===== config.mk =====
export PLATFORM = sky130hd
export DESIGN_NAME = sram_wait_ctrl
export DESIGN_NICKNAME = d
export VERILOG_FILES = /design/src/rtl/sram_wait_ctrl.sv
export SDC_FILE = /design/constraint.sdc
export NUM_CORES = 1
export LEC_CHECK = 0
export ABC_AREA = 1
export BUFFER_PORTS_ARGS = -buffer_cell sky130_fd_sc_hd__buf_2
export CAP_MARGIN = 0
export CORE_AREA = 2 2 154 156
export DETAILED_ROUTE_END_ITERATION = 8
export DIE_AREA = 0 0 156 158
export PLACE_DENSITY = 0.59
export SLEW_MARGIN = 25
export SYNTH_ARGS = -nofsm -noshare
export SYNTH_HDL_FRONTEND = slang
export SYNTH_SLANG_ARGS = --single-unit

===== constraint.sdc =====
create_clock -name clk -period 3.9 [get_ports clk]
set_input_delay 0.39 -clock clk [delete_from_list [all_inputs] [get_ports clk]]
set_output_delay 0.39 -clock clk [all_outputs]
set_load 0.03 [all_outputs]

===== src/rtl/sram_wait_ctrl.sv =====
module sram_wait_ctrl #(
  parameter int ADDR_W     = 26,
  parameter int DATA_W     = 64,
  parameter int NUM_AREAS  = 8,
  parameter int WAIT_W     = 4,
  parameter int HOLD_W     = 2,
  parameter int LATE_AREA0 = 1,
  parameter int LATE_AREA1 = 4
) (
  input  logic                        clk,
  input  logic                        rst_n,
  input  logic [NUM_AREAS-1:0]        cfg_setup,
  input  logic [NUM_AREAS*WAIT_W-1:0] cfg_wait,
  input  logic [NUM_AREAS*HOLD_W-1:0] cfg_hold,
  input  logic [NUM_AREAS-1:0]        cfg_byte_ctl,
  input  logic [1:0]                  cfg_rd_late,
  input  logic                        req_valid,
  input  logic                        req_write,
  input  logic [$clog2(NUM_AREAS)-1:0] req_area,
  input  logic [ADDR_W-1:0]           req_addr,
  input  logic [DATA_W-1:0]           req_wdata,
  output logic                        req_ready,
  output logic                        rsp_done,
  output logic [DATA_W-1:0]           rsp_rdata,
  output logic [ADDR_W-1:0]           bus_addr,
  output logic [NUM_AREAS-1:0]        bus_cs_n,
  output logic                        bus_rdwr,
  output logic                        bus_oe_n,
  output logic                        bus_we_n,
  output logic                        bus_bs_n,
  output logic [DATA_W-1:0]           bus_dout,
  output logic                        bus_dout_en,
  input  logic [DATA_W-1:0]           bus_din
);

  localparam int AREA_W = $clog2(NUM_AREAS);
  localparam int CNT_W  = (WAIT_W > HOLD_W) ? WAIT_W : HOLD_W;

  typedef enum logic [2:0] {
    S_IDLE, S_SETUP, S_T1, S_WAIT, S_T2, S_HOLD
  } state_t;

  state_t              st;
  logic [CNT_W-1:0]    cnt;
  logic [AREA_W-1:0]   area_q;
  logic [ADDR_W-1:0]   addr_q;
  logic [DATA_W-1:0]   wdata_q;
  logic                write_q;
  logic [WAIT_W-1:0]   wait_q;
  logic [HOLD_W-1:0]   hold_q;
  logic                late_q;

  logic [WAIT_W-1:0]   sel_wait;
  logic [HOLD_W-1:0]   sel_hold;
  logic                sel_setup;
  logic                sel_late;
  logic                busy;
  logic                strobe_ph;

  assign sel_wait  = cfg_wait[req_area*WAIT_W +: WAIT_W];
  assign sel_hold  = cfg_hold[req_area*HOLD_W +: HOLD_W];
  assign sel_setup = cfg_setup[req_area];
  assign sel_late  = !cfg_byte_ctl[req_area] &&
                     ((req_area == AREA_W'(LATE_AREA0) && cfg_rd_late[0]) ||
                      (req_area == AREA_W'(LATE_AREA1) && cfg_rd_late[1]));

  always_ff @(posedge clk or negedge rst_n) begin
    if (!rst_n) begin
      st        <= S_IDLE;
      cnt       <= '0;
      area_q    <= '0;
      addr_q    <= '0;
      wdata_q   <= '0;
      write_q   <= 1'b0;
      wait_q    <= '0;
      hold_q    <= '0;
      late_q    <= 1'b0;
      rsp_done  <= 1'b0;
      rsp_rdata <= '0;
    end else begin
      rsp_done <= 1'b0;
      case (st)
        S_IDLE: if (req_valid) begin
          area_q  <= req_area;
          addr_q  <= req_addr;
          wdata_q <= req_wdata;
          write_q <= req_write;
          wait_q  <= sel_wait;
          hold_q  <= sel_hold;
          late_q  <= sel_late;
          st      <= sel_setup ? S_SETUP : S_T1;
        end
        S_SETUP: st <= S_T1;
        S_T1: begin
          if (wait_q == '0) st <= S_T2;
          else begin
            st  <= S_WAIT;
            cnt <= CNT_W'(wait_q - 1'b1);
          end
        end
        S_WAIT: begin
          if (cnt == '0) st <= S_T2;
          else cnt <= cnt - 1'b1;
        end
        S_T2: begin
          if (!write_q) rsp_rdata <= bus_din;
          if (hold_q == '0) begin
            st       <= S_IDLE;
            rsp_done <= 1'b1;
          end else begin
            st  <= S_HOLD;
            cnt <= CNT_W'(hold_q - 1'b1);
          end
        end
        S_HOLD: begin
          if (cnt == '0) begin
            st       <= S_IDLE;
            rsp_done <= 1'b1;
          end else cnt <= cnt - 1'b1;
        end
        default: st <= S_IDLE;
      endcase
    end
  end

  assign busy        = (st != S_IDLE);
  assign strobe_ph   = (st == S_T1) || (st == S_WAIT) || (st == S_T2);
  assign req_ready   = !busy;
  assign bus_addr    = addr_q;
  assign bus_cs_n    = busy ? ~(NUM_AREAS'(1) << area_q) : '1;
  assign bus_rdwr    = !(busy && write_q);
  assign bus_oe_n    = !(busy && !write_q && (strobe_ph || (late_q && st == S_HOLD)));
  assign bus_we_n    = !(busy && write_q && strobe_ph);
  assign bus_bs_n    = (st != S_T1);
  assign bus_dout    = wdata_q;
  assign bus_dout_en = busy && write_q;

  p_bs_single_r7: assert property (@(posedge clk) disable iff (!rst_n)
    !bus_bs_n |=> bus_bs_n);
  p_bs_in_cycle_r7: assert property (@(posedge clk) disable iff (!rst_n)
    !bus_bs_n |-> (bus_cs_n != '1));
  p_cs_onehot_r1: assert property (@(posedge clk) disable iff (!rst_n)
    $onehot0(~bus_cs_n));
  p_we_write_only_r8: assert property (@(posedge clk) disable iff (!rst_n)
    !bus_we_n |-> (!bus_rdwr && bus_dout_en && bus_oe_n));
  p_oe_read_only_r5: assert property (@(posedge clk) disable iff (!rst_n)
    !bus_oe_n |-> (bus_rdwr && (bus_cs_n != '1)));
  p_addr_stable_r8: assert property (@(posedge clk) disable iff (!rst_n)
    (bus_cs_n != '1) |=> ((bus_cs_n == '1) || ($stable(bus_addr) && $stable(bus_cs_n))));
  p_done_pulse_r9: assert property (@(posedge clk) disable iff (!rst_n)
    rsp_done |=> !rsp_done);
  p_done_idle_r9: assert property (@(posedge clk) disable iff (!rst_n)
    rsp_done |-> (req_ready && bus_cs_n == '1));
  p_cs_ends_done_r9: assert property (@(posedge clk) disable iff (!rst_n)
    ((bus_cs_n != '1) && !rsp_done) |=> ((bus_cs_n != '1) || rsp_done));

endmodule


# --- Word-level counts from Yosys, hierarchy flattened ---
# Cells that the tools add are included.
word_totals:
  register_bits: 173
  latch_bits: 0
  ram_bits: 0
  romBits: 0
  inputBits: 227
  output_inout_bits: 169
  elab_cells: 82
  n_memories: 0
op_classes:
  add_sub_neg: 3
  n_mul: 0
  div: 0
  n_lt_le_gt_ge: 1
  n_eq_ne: 14
  shifts: 3
  mux: 19
  n_bitwise: 2
  reduce_logical: 29
op_table:
  columns: ["cell", "count"]
  rows:
  - ["indexed part select 32 x 6 -> 4 bit", 1]
  - ["case mux 3 bit (6 select lines)", 1]
  - ["indexed part select 16 x 5 -> 2 bit", 1]
  - ["2-to-1 mux 3 bit", 5]
  - ["2-to-1 mux 4 bit", 3]
  - ["inequality test 2 bit, second input constant", 6]
  - ["case mux 4 bit (3 select lines)", 1]
  - ["== test 3 bit, second input constant", 3]
  - ["logical AND 1 bit", 8]
  - ["logical NOT 4 bit", 2]
  - ["2-to-1 mux 8 bit", 1]
  - ["NOT 8 bit", 1]
  - ["<< shifter 1 x 3 -> 8 bit, first input constant", 1]
  - ["subtractor 4 x 1 -> 4 bit, second input constant", 2]
  - ["binary-select mux 1 bit (select 3 bit)", 2]
  - ["== test 3 x 1 -> 1 bit, second input constant", 2]
  - ["== test 3 x 2 -> 1 bit, second input constant", 2]
  - ["logical NOT 1 bit", 6]
  - ["nonzero test 3 bit", 2]
  - ["logical OR 1 bit", 4]
  - ["less-than comparator 3 x 4 -> 1 bit, second input constant", 1]
  - ["2-to-1 mux 1 bit", 4]
  - ["AND reduction 2 bit", 2]
  - ["AND reduction 4 bit", 1]
  - ["9 further kinds", 9]

# --- Logic depth before layout (Yosys ltp) ---
# Gate-level depths: netlist of run 1.
logic_depth:
  depth_word: 6
  depth_mapped: 10
  mapped_depth_nobuf: 10

# --- Worst setup path after synthesis of run 1 ---
# Ideal clock, no wire load.
synth_timing:
  path_type: "register to output"
  startpoint: "register st[2]"
  endpoint: "output bus_we_n"
  arrival_time_ps: 1658
  required_ps: 3510
  path_slack_ps: 1852
  path_stages_with_launch: 6
  n_path_buf: 0
  path_cell_list: "dfrtp_1 inv_2 nand2_4 inv_6 nor2_1 o21ai_0"
synth_via:
  word_cells_on_any_way: 9
  classes_between: "3 x eq/ne; 6 x reduce/logical"
synth_lines:
  columns: ["item", "line_no", "source"]
  rows:
  - ["start, declared", "43", "state_t st;"]
  - ["start signal, assigned", "91", "st <= sel_setup ? S_SETUP : S_T1;"]
  - ["nonzero test 3 bit", "126", "assign busy = (st != S_IDLE);"]
  - ["logical AND 1 bit", null, null]
  - ["via bus_dout_en", "32", "output logic bus_dout_en,"]
  - ["logical AND 1 bit", "133", "assign bus_we_n = !(busy && write_q && strobe_ph);"]
  - ["logical NOT 1 bit", "133", null]
  - ["end, declared", "29", "output logic bus_we_n,"]
# The timed path passes the listed nets, and every way through them passes these cells.

# --- Worst setup path after layout of run 1 ---
layout_timing:
  startpoint: "register st[2]"
  endpoint: "output bus_we_n"
layout_via:
  elab_chain_cells: 5
  word_cells_on_any_way: 9
  classes_between: "3 x eq/ne; 6 x reduce/logical"
layout_lines:
  columns: ["item", "line_no", "source"]
  rows:
  - ["== test 3 x 2 -> 1 bit", "127", "assign strobe_ph = (st == S_T1) || (st == S_WAIT) || (st == S_T2);"]
  - ["logical OR 1 bit (2 in a row)", "127", null]
  - ["logical AND 1 bit (*)", "133", null]
  - ["logical NOT 1 bit (*)", "133", null]
# Every way passes the cells marked *; elsewhere a longest branch is shown, timed or not.

==> summary.txt, run 1 <==
STA
  • Worst slew slack as a fraction of its limit: 0.373
  • Final critical-path share of the clock period: 0.569
  • Setup Total Neg Slack: 0 ns
  • Worst-margin pin slew: 0.937 ns
  • Final Worst Setup Slack: 1.68 ns
  • Unrepaired setup endpoints after global routing: no
  • Clock skew: 0.0159 ns
  • Worst hold slack: 0.0640 ns
  • Final setup violation count: 0
  • Final critical path time including I/O delays and setup: 2.22 ns
  • Pins over their slew limit: 0
  • Number of endpoints with negative hold slack in the final report: 0
  • Fmax: 0.450 GHz

Layout
  • Number of diodes added for antenna fixing: 0
  • Share of final-layout standard cells stronger than drive strength 1: 0.606
  • Summed area of non-filler cells in the final layout: 0.0104 mm2
  • Post-synthesis to final-layout area growth: 36.1%
  • Most used cells in the layout excluding fill and tap cells: sky130_fd_sc_hd__buf_2, sky130_fd_sc_hd__dfrtp_1, sky130_fd_sc_hd__mux2_4
  • Nets@finish: 1191
  • Leading cell type in the layout, fill and taps excluded: sky130_fd_sc_hd__buf_2
  • Fillcell total: 2196
  • Layout Cells excl Fill: 1265
  • Layout Utilization: 0.451

Critical path
  • Data arrival at the endpoint of the critical path: 1.83 ns
  • Max Fanout on Critical Path: 7
  • Element type at the critical path end: output pin
  • Startpoint class of the critical path: flop
  • Highest cell delay on the worst timing path: 0.48 ns
  • Worst Path Class, Setup: reg -> out
  • Cell Chain, Critical Path: inv_2 -> nand3_1 -> inv_1 -> o21ai_0 -> buf_2
  • Crit path max-delay cell type: sky130_fd_sc_hd__dfrtp_1
  • Critical path data required time: 3.51 ns

GRT
  • Met2 Use GR: 0.264
  • Pin count of the biggest net entering global routing: 107
  • Antenna violations before repair: 0
  • Wire length of the first global-routing pass: 29600 um
  • Via count of the first global-routing pass: 5660
  • Global-route track usage on met3: 0.0359
  • GR Util met1: 0.191
  • Total congestion overflow: 0
  • Global-route usage over all layers: 0.154
  • Most utilized layer in the global route result: met2

Logic synthesis
  • Gate count of the mapped netlist: 574
  • Synthesized netlist net count: 803
  • Summed instance area of the synthesized netlist: 0.00763 mm2
  • Count of warnings emitted by yosys: 0
  • Fraction of post-synthesis cell area in the top cell type by area: 0.567
  • Total of flip-flops plus latches after synthesis: 173
  • Flip-flop cell with the highest count after synthesis: sky130_fd_sc_hd__dfrtp_1
  • Fraction of synthesis flops using an asynchronous set or reset pin: 1.00
  • Count of unique library cells instantiated by Yosys: 30
  • Leading cell types by total area after synthesis: sky130_fd_sc_hd__dfrtp_1, sky130_fd_sc_hd__mux2_4, sky130_fd_sc_hd__mux2_2
  • EDFF count, synth: 0
  • Sequential element share of the synthesized area: 0.567
  • Largest area contributor in the synthesized netlist: sky130_fd_sc_hd__dfrtp_1
  • Post-Synthesis Mean Instance Area: 13.3 um2

Route
  • Routed WL per cell: 15.8 um
  • ANT nets after route: 0
  • Count of TritonRoute iterations in the first routing pass: 4
  • Via density per instance: 4.54
  • Post-route DRC violation count: 0
  • Detailed Route Iter0 Violations: 223
  • Via Count: 5745
  • Final wirelength: 20000 um

Place
  • Number of I/O port buffers: 389
  • Weighted congestion at the end of routability-driven global placement: 0.838
  • Pre-CTS worst setup slack: 1.46 ns
  • Post-place instance area: 0.00981 mm2
  • Final HPWL from detailed placement: 14700 um
  • Placed Cells: 1233

Floorplanning
  • Placeable core region: 0.0231 mm2
  • Die Area: 0.0246 mm2
  • I/O pins: 396
  • Die Y: 158 um
  • Horiz. Die Dim: 156 um
  • Count of standard-cell rows: 56
  • Initial cell density of the core: 0.331

Pwr
  • Standby leakage power: 5.51 nW
  • Worst VDD drop: 869 uV
  • Ratio of total power to cell area: 955 mW/mm2
  • Post-route total power: 9.92 mW

CTS
  • Maximum clock insertion buffer count: 2
  • Hold bufs inserted after CTS: 0
  • Number of resized instances in the post-cts repair step: 0
  • Register clock-pin slew on the reported worst setup and hold paths: 0.07 ns
  • Clock network latency to the later pin of the worst-skew pair: 0.42 ns
  • TritonCTS clock tree: done
  • Clock Sink Count: 173
  • Root buf cell: sky130_fd_sc_hd__clkbuf_16
  • Number of buffers created by CTS: 17
  • H-tree levels: 4
  • Post-CTS Setup Repair Bufs: 0

Run
  • Max capacitance violation total: 0

Status
  • Run status: completed

Min path
  • Min-Delay Path Class: in -> async
[metal layers]
layer,vias to the layer above,share of wire,routed length (um)
met1,2751,0.42,8450
li1,2747,-,-
met3,20,0.064,1290
met5,-,0,0
met2,227,0.50,9930
met4,0,0.016,325
[critical path, delay by kind of cell, from the launching register on]
kind                   cells  cell delay [ns]
flip-flops                 1             0.48
AO/OA/AOI/OAI              1             0.23
AND/OR/NAND/NOR            1             0.23
buffers and inverters      3             0.48
[logic make-up (layout without fill, tap and decap cells)]
kind of cell,after synthesis,after routing,synth area share
compound gates,55,55,0.0416
flops,173,173,0.567
fa+ha+maj,2,2,0.00328
mux,154,154,0.270
buf+inv,53,454,0.0382
xor+xnor,1,1,0.00115
simple gates,136,136,0.0790
[worst paths after layout]
kind	slack [ns]	cells past startpoint	from	endpoint
hold reg to reg	0.50	1	bus_dout[48]$_DFFE_PN0P_	bus_dout[48]$_DFFE_PN0P_
min in group clk	0.19	2	req_wdata[53]	bus_dout[53]$_DFFE_PN0P_
max in group asynchronous	3.01	2	rst_n	bus_dout[48]$_DFFE_PN0P_
setup / recovery	1.68	5	st[2]$_DFFE_PN0P_	bus_we_n
hold / removal	0.06	1	rst_n	bus_addr[3]$_DFFE_PN0P_
setup reg to reg	1.78	6	st[0]$_DFFE_PN0P_	rsp_rdata[5]$_DFFE_PN0P_
[final cells by class]
class                      count  area [um2]  share of cell area
inverter                      30         118              0.0113
tap                          290         363              0.0349
sequential                   173        4330               0.417
clock buffer                  18         429              0.0413
timing repair buffer         392        1990               0.192
multi-input combinational    348        3020               0.291
clock inverter                14         141              0.0136
[state kept, by name (all words and copies together) (netlist names)]
name,flops
late_q,1
cnt,4
write_q,1
bus_dout,64
area_q,3
rsp_rdata,64
hold_q,2
rsp_done,1
st,3
bus_addr,26
wait_q,4
[synthesized netlist by cell type (10+ instances only)]
master,n
sky130_fd_sc_hd__dfrtp_1,173
sky130_fd_sc_hd__mux2_4,86
sky130_fd_sc_hd__mux2_2,68
sky130_fd_sc_hd__nand2_1,65
sky130_fd_sc_hd__nor2_1,33
sky130_fd_sc_hd__o21ai_0,32
sky130_fd_sc_hd__inv_1,26
sky130_fd_sc_hd__nand3_1,25
sky130_fd_sc_hd__a22oi_1,12
sky130_fd_sc_hd__buf_2,10
sky130_fd_sc_hd__buf_6,10
[where the power goes]
group | switching (mW) | leakage, nW | internal (mW)
sequential | 0.470 | 2.04 | 2.71
clock | 0.799 | 0.282 | 0.853
combinational | 3.13 | 3.19 | 1.96
Note: power is estimated with default switching activity, not from simulation.
==> run 2: changes to the inputs <==
- ABC_AREA: 1 -> 0
- CORE_AREA: 2 2 154 156 -> 2 2 152 154
- DIE_AREA: 0 0 156 158 -> 0 0 154 156
- clock period: 3.9 -> 2.05 ns (I/O delays scaled with it)
==> summary.txt, run 2 <==
Status
  • Run status: completed

Route
  • Total met2 wirelength after detailed routing: 12800 um (+29%)
  • Via density per instance: 4.55 (about the same)
  • Final wirelength: 25000 um (+25%)
  • Routed WL per cell: 16.3 um (+3.4%)
  • ANT nets after route: 0 (unchanged)
  • Count of TritonRoute iterations in the first routing pass: 5 (+1)
  • Top Layer Used: met5
  • Detailed Route Iter0 Violations: 404 (+81%)
  • M1 wire length: 9950 um (+18%)
  • Metal3 WL: 1880 um (+46%)
  • Post-route DRC violation count: 0 (unchanged)
  • Via Count: 6959 (+21%)

Pwr
  • Standby leakage power: 6.25 nW (+13%)
  • Ratio of total power to cell area: 1560 mW/mm2 (+63%)
  • Post-route total power: 18.6 mW (+88%)
  • Worst VDD drop: 710 uV (-18%)

Critical path
  • Buf/Inv on CP: 3 (unchanged)
  • Crit path max-delay cell type: sky130_fd_sc_hd__dfrtp_2
  • Worst Path Class, Setup: reg -> out
  • Startpoint class of the critical path: flop
  • Data arrival at the endpoint of the critical path: 1.78 ns (-0.05 ns)
  • Critical path data required time: 1.85 ns (-1.66 ns)
  • Element type at the critical path end: output pin
  • Top delay family on crit path: buffers and inverters
  • Highest cell delay on the worst timing path: 0.45 ns (-0.03 ns)
  • Cell Chain, Critical Path: buf_4 -> nor3_4 -> buf_6 -> nor2_1 -> nand2_1 -> buf_6
  • Cell type with the highest occurrence count on the critical path: sky130_fd_sc_hd__buf_6
  • Max Fanout on Critical Path: 6 (-1)

Floorplanning
  • Count of standard-cell rows: 55 (-1.8%)
  • Initial cell density of the core: 0.329 (-0.00242)
  • I/O pins: 396 (unchanged)
  • Die Area: 0.0240 mm2 (-2.5%)
  • Horiz. Die Dim: 154 um (-1.3%)
  • Die Y: 156 um (-1.3%)
  • Placeable core region: 0.0224 mm2 (-3.0%)

STA
  • Final setup violation count: 0 (unchanged)
  • Worst slew slack as a fraction of its limit: 0.677 (+0.304)
  • Worst-margin pin slew: 0.484 ns (-0.453 ns)
  • Fmax: 0.503 GHz
  • Clock skew: 0.0110 ns (-0.00484 ns)
  • Number of endpoints with negative hold slack in the final report: 0 (unchanged)
  • Pins over their slew limit: 0 (unchanged)
  • Final critical path time including I/O delays and setup: 1.99 ns
  • Final critical-path share of the clock period: 0.971
  • Unrepaired setup endpoints after global routing: yes

Logic synthesis
  • Share of synthesized cell area in full adder, half adder and majority cells: 0.00340 (+0.000126)
  • Largest area contributor in the synthesized netlist: sky130_fd_sc_hd__dfrtp_1
  • Multiplexer share of the synthesized area: 0.156 (-0.113)
  • Sequential element share of the synthesized area: 0.589 (+0.0217)
  • Synthesized-area fraction occupied by ao, oa, aoi and oai cells: 0.0334 (-0.00828)
  • Summed instance area of the synthesized netlist: 0.00735 mm2 (-3.7%)
  • Fraction of synthesis flops using an asynchronous set or reset pin: 1.00 (unchanged)
  • Leading cell types by total area after synthesis: sky130_fd_sc_hd__dfrtp_1, sky130_fd_sc_hd__nand2_1, sky130_fd_sc_hd__mux2_2
  • Post-Synthesis Mean Instance Area: 10.9 um2 (-18%)
  • Gate count of the mapped netlist: 676 (+18%)
  • Synthesized netlist net count: 905 (+13%)
  • Count of unique library cells instantiated by Yosys: 48 (+60%)
  • Most common library cells after synthesis: sky130_fd_sc_hd__nand2_1, sky130_fd_sc_hd__dfrtp_1, sky130_fd_sc_hd__mux2_2, sky130_fd_sc_hd__buf_2, sky130_fd_sc_hd__o21ai_0
  • EDFF count, synth: 0 (unchanged)
  • Fraction of post-synthesis cell area in the top cell type by area: 0.589 (+0.0217)
  • Basic-gate share of the synthesized area counting and, or, nand and nor cells: 0.184 (+0.105)
  • Cell with the most instances after synthesis: sky130_fd_sc_hd__nand2_1
  • Flip-flop cell with the highest count after synthesis: sky130_fd_sc_hd__dfrtp_1
  • Total of flip-flops plus latches after synthesis: 173 (unchanged)
  • Synthesized-area fraction occupied by xor and xnor cells: 0.00238 (+0.00124)
  • Main combinational cell family by area after synthesis: simple AND/OR/NAND/NOR gates
  • Count of warnings emitted by yosys: 0 (unchanged)

GRT
  • Antenna violations before repair: 1 (+1)
  • Global-route usage over all layers: 0.206 (+0.0521)
  • Pin count of the biggest net entering global routing: 87 (-19%)
  • Via count of the first global-routing pass: 7148 (+26%)
  • Total congestion overflow: 0 (unchanged)
  • Wire length of the first global-routing pass: 38500 um (+30%)

Place
  • Final HPWL from detailed placement: 17600 um (+19%)
  • Weighted congestion at the end of routability-driven global placement: 0.840 (+0.23%)
  • Post-place instance area: 0.00984 mm2 (+0.33%)
  • Number of I/O port buffers: 389 (unchanged)

CTS
  • TritonCTS clock tree: done
  • H-tree levels: 4 (unchanged)
  • Register clock-pin slew on the reported worst setup and hold paths: 0.07 ns (about the same)
  • Number of buffers created by CTS: 17 (unchanged)
  • Maximum clock insertion buffer count: 2 (unchanged)
  • Root buf cell: sky130_fd_sc_hd__clkbuf_16
  • Clock Sink Count: 173 (unchanged)
  • Clock network latency to the later pin of the worst-skew pair: 0.42 ns (about the same)

Layout
  • Post-synthesis to final-layout area growth: 62.4%
  • Share of final-layout standard cells stronger than drive strength 1: 0.442 (-0.164)
  • Leading cell type in the layout, fill and taps excluded: sky130_fd_sc_hd__buf_2
  • Summed area of non-filler cells in the final layout: 0.0119 mm2 (+15%)
  • Number of diodes added for antenna fixing: 0 (unchanged)
  • Most used cells in the layout excluding fill and tap cells: sky130_fd_sc_hd__buf_2, sky130_fd_sc_hd__nand2_1, sky130_fd_sc_hd__dfrtp_1
  • Nets@finish: 1462 (+23%)

Min path
  • Min-Delay Path Class: in -> reg

Run
  • Max capacitance violation total: 0 (unchanged)
-- run 2: logic make-up after synthesis --
family | count (synthesis)
compound gates | 34
xor+xnor | 2
fa+ha+maj | 2
buf+inv | 43
flops | 173
mux | 89
simple gates | 333
-- run 2: through the flow --
step,hold WS (ns),worst slack [ns],utilization,instances,TNS (ns)
2_1_floorplan,-0.0906,0.00538,-,676,0
3_3_place_gp,0.126,0.0595,0.440,1354,0
3_5_place_dp,0.125,0.0319,0.440,1354,0
4_1_cts,0.000669,0.00692,0.531,1529,0
5_1_grt,0.000473,-0.0493,0.534,1531,-0.108
6_report,0.0190,0.0601,0.534,1531,0
-- run 2: worst min-delay path, cell delays in order --
cell and delay [ns]:
sky130_fd_sc_hd__buf_2 0.11, sky130_fd_sc_hd__nand2_1 0.05, sky130_fd_sc_hd__nand2_1 0.04
-- run 2: metal layers --
| layer | GRT usage | up-vias |
|---|---|---|
| met1 | 0.247 | 3297 |
| met3 | 0.0550 | 25 |
| met2 | 0.368 | 310 |
| met4 | 0.0516 | 2 |
| met5 | 0 | - |
| li1 | - | 3325 |
-- run 2: what timing repair did --
action,in CTS,in global routing
pin swaps,1,2
endpoints found under the setup margin,8,11
gates resized for setup,6,21
hold buffers,141,1
hold endpoints to repair,172,1
buffers inserted,2,1
-- run 2: final cells by class --
type | count | area (um2)
flip-flops and latches | 173 | 4330
repair buffers | 575 | 3820
clock inverters | 14 | 145
well taps | 285 | 357
multi-input cells | 460 | 2830
inverters | 6 | 22.5
clock buffers | 18 | 439
fillers | 1963 | 10400
-- run 2: power by group --
group / leakage (nW) / internal [mW] / switching, mW
clock: 0.280 / 1.65 / 1.55
sequential: 2.11 / 5.06 / 0.934
combinational: 3.86 / 3.31 / 6.10
total: 6.25 / 10.0 / 8.58
-- run 2: final timing paths --
| path | slack [ns] | from | end | cells after the start |
|---|---|---|---|---|
| max in group asynchronous | 1.09 | rst_n | bus_addr[9]$_DFFE_PN0P_ | 3 |
| worst max-delay path | 0.06 | st[2]$_DFFE_PN0P_ | bus_cs_n[2] | 6 |
| worst min-delay path | 0.02 | req_write | write_q$_DFFE_PN0P_ | 3 |
| worst max register to register | 0.06 | st[1]$_DFFE_PN0P_ | cnt[2]$_DFFE_PN0P_ | 9 |
| min in group asynchronous | 0.25 | rst_n | rsp_rdata[18]$_DFFE_PN0P_ | 2 |
| worst min register to register | 0.47 | bus_dout[61]$_DFFE_PN0P_ | bus_dout[61]$_DFFE_PN0P_ | 2 |
==> run 3: changes to the inputs <==
- ABC_AREA: 0 -> 1
- CORE_AREA: 2 2 152 154 -> 2 2 153 155
- DIE_AREA: 0 0 154 156 -> 0 0 155 157
- PLACE_DENSITY: 0.59 -> 0.6
==> summary.txt, run 3 (synthesis results as in run 1) <==
Floorplanning
  • Placeable core region: 0.0225 mm2 (+0.62%)
  • Initial cell density of the core: 0.339 (+0.0105)
  • Die Y: 157 um (+0.64%)
  • Die Area: 0.0243 mm2 (+1.3%)
  • I/O pins: 396 (unchanged)
  • Count of standard-cell rows: 55 (unchanged)
  • Horiz. Die Dim: 155 um (+0.65%)

STA
  • Final critical path time including I/O delays and setup: 1.91 ns (-0.0824 ns)
  • Worst hold slack: 0.0177 ns (-0.00131 ns)
  • Worst slew slack as a fraction of its limit: 0.698 (+0.0204)
  • Setup Total Neg Slack: 0 ns (unchanged)
  • Pins over their slew limit: 0 (unchanged)
  • Worst-margin pin slew: 0.452 ns (-0.0322 ns)
  • Unrepaired setup endpoints after global routing: no
  • Fmax: 0.524 GHz (+4.3%)
  • Final Worst Setup Slack: 0.143 ns (+0.0824 ns)
  • Final setup violation count: 0 (unchanged)
  • Number of endpoints with negative hold slack in the final report: 0 (unchanged)
  • Final critical-path share of the clock period: 0.930 (-0.0402)
  • Clock skew: 0.0119 ns (+0.000871 ns)

Status
  • Run status: completed

Layout
  • Post-synthesis to final-layout area growth: 49.7%
  • Nets@finish: 1294 (-11%)
  • Most used cells in the layout excluding fill and tap cells: sky130_fd_sc_hd__buf_2, sky130_fd_sc_hd__dfrtp_1, sky130_fd_sc_hd__mux2_4
  • Summed area of non-filler cells in the final layout: 0.0114 mm2 (-4.3%)
  • Share of final-layout standard cells stronger than drive strength 1: 0.565 (+0.123)
  • Fillcell total: 2004 (+2.1%)
  • Leading cell type in the layout, fill and taps excluded: sky130_fd_sc_hd__buf_2

Min path
  • Min-Delay Path Class: in -> reg

Route
  • ANT nets after route: 0 (unchanged)
  • Routed WL per cell: 15.5 um (-5.4%)
  • Via density per instance: 4.55 (+0.12%)
  • Final wirelength: 21100 um (-16%)
  • Count of TritonRoute iterations in the first routing pass: 4 (-1)
  • Via Count: 6203 (-11%)
  • Post-route DRC violation count: 0 (unchanged)
  • Detailed Route Iter0 Violations: 308 (-24%)

CTS
  • Maximum clock insertion buffer count: 2 (unchanged)
  • Number of buffers created by CTS: 17 (unchanged)
  • Root buf cell: sky130_fd_sc_hd__clkbuf_16
  • Clock Sink Count: 173 (unchanged)
  • Post-CTS Setup Repair Bufs: 0 (-2)
  • Register clock-pin slew on the reported worst setup and hold paths: 0.07 ns (about the same)
  • H-tree levels: 4 (unchanged)
  • Clock network latency to the later pin of the worst-skew pair: 0.42 ns (about the same)
  • TritonCTS clock tree: done

GRT
  • Global-route usage over all layers: 0.167 (-0.0391)
  • Via count of the first global-routing pass: 6253 (-13%)
  • Wire length of the first global-routing pass: 32300 um (-16%)
  • Antenna violations before repair: 0 (-1)
  • Pin count of the biggest net entering global routing: 46 (-47%)
  • Total congestion overflow: 0 (unchanged)

Critical path
  • Crit path max-delay cell type: sky130_fd_sc_hd__dfrtp_1
  • Data arrival at the endpoint of the critical path: 1.70 ns (-0.08 ns)
  • Worst Path Class, Setup: reg -> out
  • Highest cell delay on the worst timing path: 0.47 ns (+0.02 ns)
  • Startpoint class of the critical path: flop
  • Element type at the critical path end: output pin
  • Buf/Inv on CP: 3 (unchanged)
  • Cell Chain, Critical Path: inv_2 -> nand2_4 -> inv_6 -> nor2_1 -> o21ai_0 -> buf_2
  • Top delay family on crit path: flip-flops
  • Critical path data required time: 1.85 ns (about the same)
  • Max Fanout on Critical Path: 7 (+1)

Place
  • Number of I/O port buffers: 389 (unchanged)
  • Final HPWL from detailed placement: 15300 um (-13%)
  • Pre-CTS worst setup slack: 0.251 ns (+0.219 ns)
  • Post-place instance area: 0.0100 mm2 (+1.7%)
  • Weighted congestion at the end of routability-driven global placement: 0.842 (+0.21%)

Run
  • Max capacitance violation total: 0 (unchanged)

Pwr
  • Worst VDD drop: 876 uV (+23%)
  • Post-route total power: 19.1 mW (+2.8%)
  • Ratio of total power to cell area: 1670 mW/mm2 (+7.4%)
  • Standby leakage power: 5.97 nW (-4.5%)
-- run 3: cell count changes in the layout (fill, tap and decap cells not counted), sizes merged, moves of 19 or more --
cell | previous run | this run
nand2 | 301 | 72
mux2 | 66 | 154
dlygate4sd3 | 142 | 85
nor2 | 7 | 35
inv | 12 | 39
nand3 | 2 | 25
buf | 432 | 410
o21ai | 15 | 34
-- run 3: power breakdown --
group | internal [mW] | total, mW | leakage (nW) | switching (mW)
clock network | 1.60 | 3.07 | 0.260 | 1.47
registers | 5.16 | 6.10 | 2.04 | 0.941
logic | 3.94 | 9.95 | 3.67 | 6.01
-- run 3: area by class of cell --
cell class / count / area, um2 / area share
antenna: 1 / 2.50 / 0.000219
inverter: 30 / 118 / 0.0103
sequential: 173 / 4330 / 0.379
clock buffer: 18 / 429 / 0.0376
multi-input combinational: 348 / 3020 / 0.264
timing repair buffer: 495 / 3050 / 0.267
tap: 285 / 357 / 0.0312
clock inverter: 13 / 121 / 0.0106
-- run 3: per-layer routing --
metal	part of all wire	global-route usage
met3	0.064	0.0421
met2	0.51	0.293
met1	0.41	0.202
met5	0	0
met4	0.015	0.0520
-- run 3: repair_timing --
| item | 4_1_cts | 5_1_grt |
|---|---|---|
| setup endpoints to repair | 0 | 1 |
| hold buffers | 64 | 21 |
| endpoints found under the hold margin | 100 | 21 |
| gates resized for setup | 0 | 1 |
-- run 3: metrics by stage --
stage / instances / util
2_1_floorplan: 574 / -
3_3_place_gp: 1246 / 0.445
3_5_place_dp: 1246 / 0.445
4_1_cts: 1341 / 0.498
5_1_grt: 1362 / 0.507
6_report: 1363 / 0.508
-- run 3: worst register-to-register path, cell delays in order, from the launching register on --
cell,delay (ns)
sky130_fd_sc_hd__dfrtp_1,0.47
sky130_fd_sc_hd__nor2_4,0.16
sky130_fd_sc_hd__nand2_2,0.13
sky130_fd_sc_hd__inv_2,0.15
sky130_fd_sc_hd__nand2_4,0.21
sky130_fd_sc_hd__buf_4,0.27
sky130_fd_sc_hd__mux2_4,0.31
-- run 3: worst paths after layout --
path                       depth (start not counted)                         to  slack (ns)                       from
max reg2reg                                        6  rsp_rdata[21]$_DFFE_PN0P_        0.25          st[0]$_DFFE_PN0P_
min reg2reg                                        1  rsp_rdata[49]$_DFFE_PN0P_        0.50  rsp_rdata[49]$_DFFE_PN0P_
min in group asynchronous                          2  rsp_rdata[12]$_DFFE_PN0P_        0.27                      rst_n
max in group asynchronous                          3  rsp_rdata[26]$_DFFE_PN0P_        1.14                      rst_n
min                                                2    bus_dout[8]$_DFFE_PN0P_        0.02               req_wdata[8]
max                                                6                   bus_we_n        0.14          st[2]$_DFFE_PN0P_
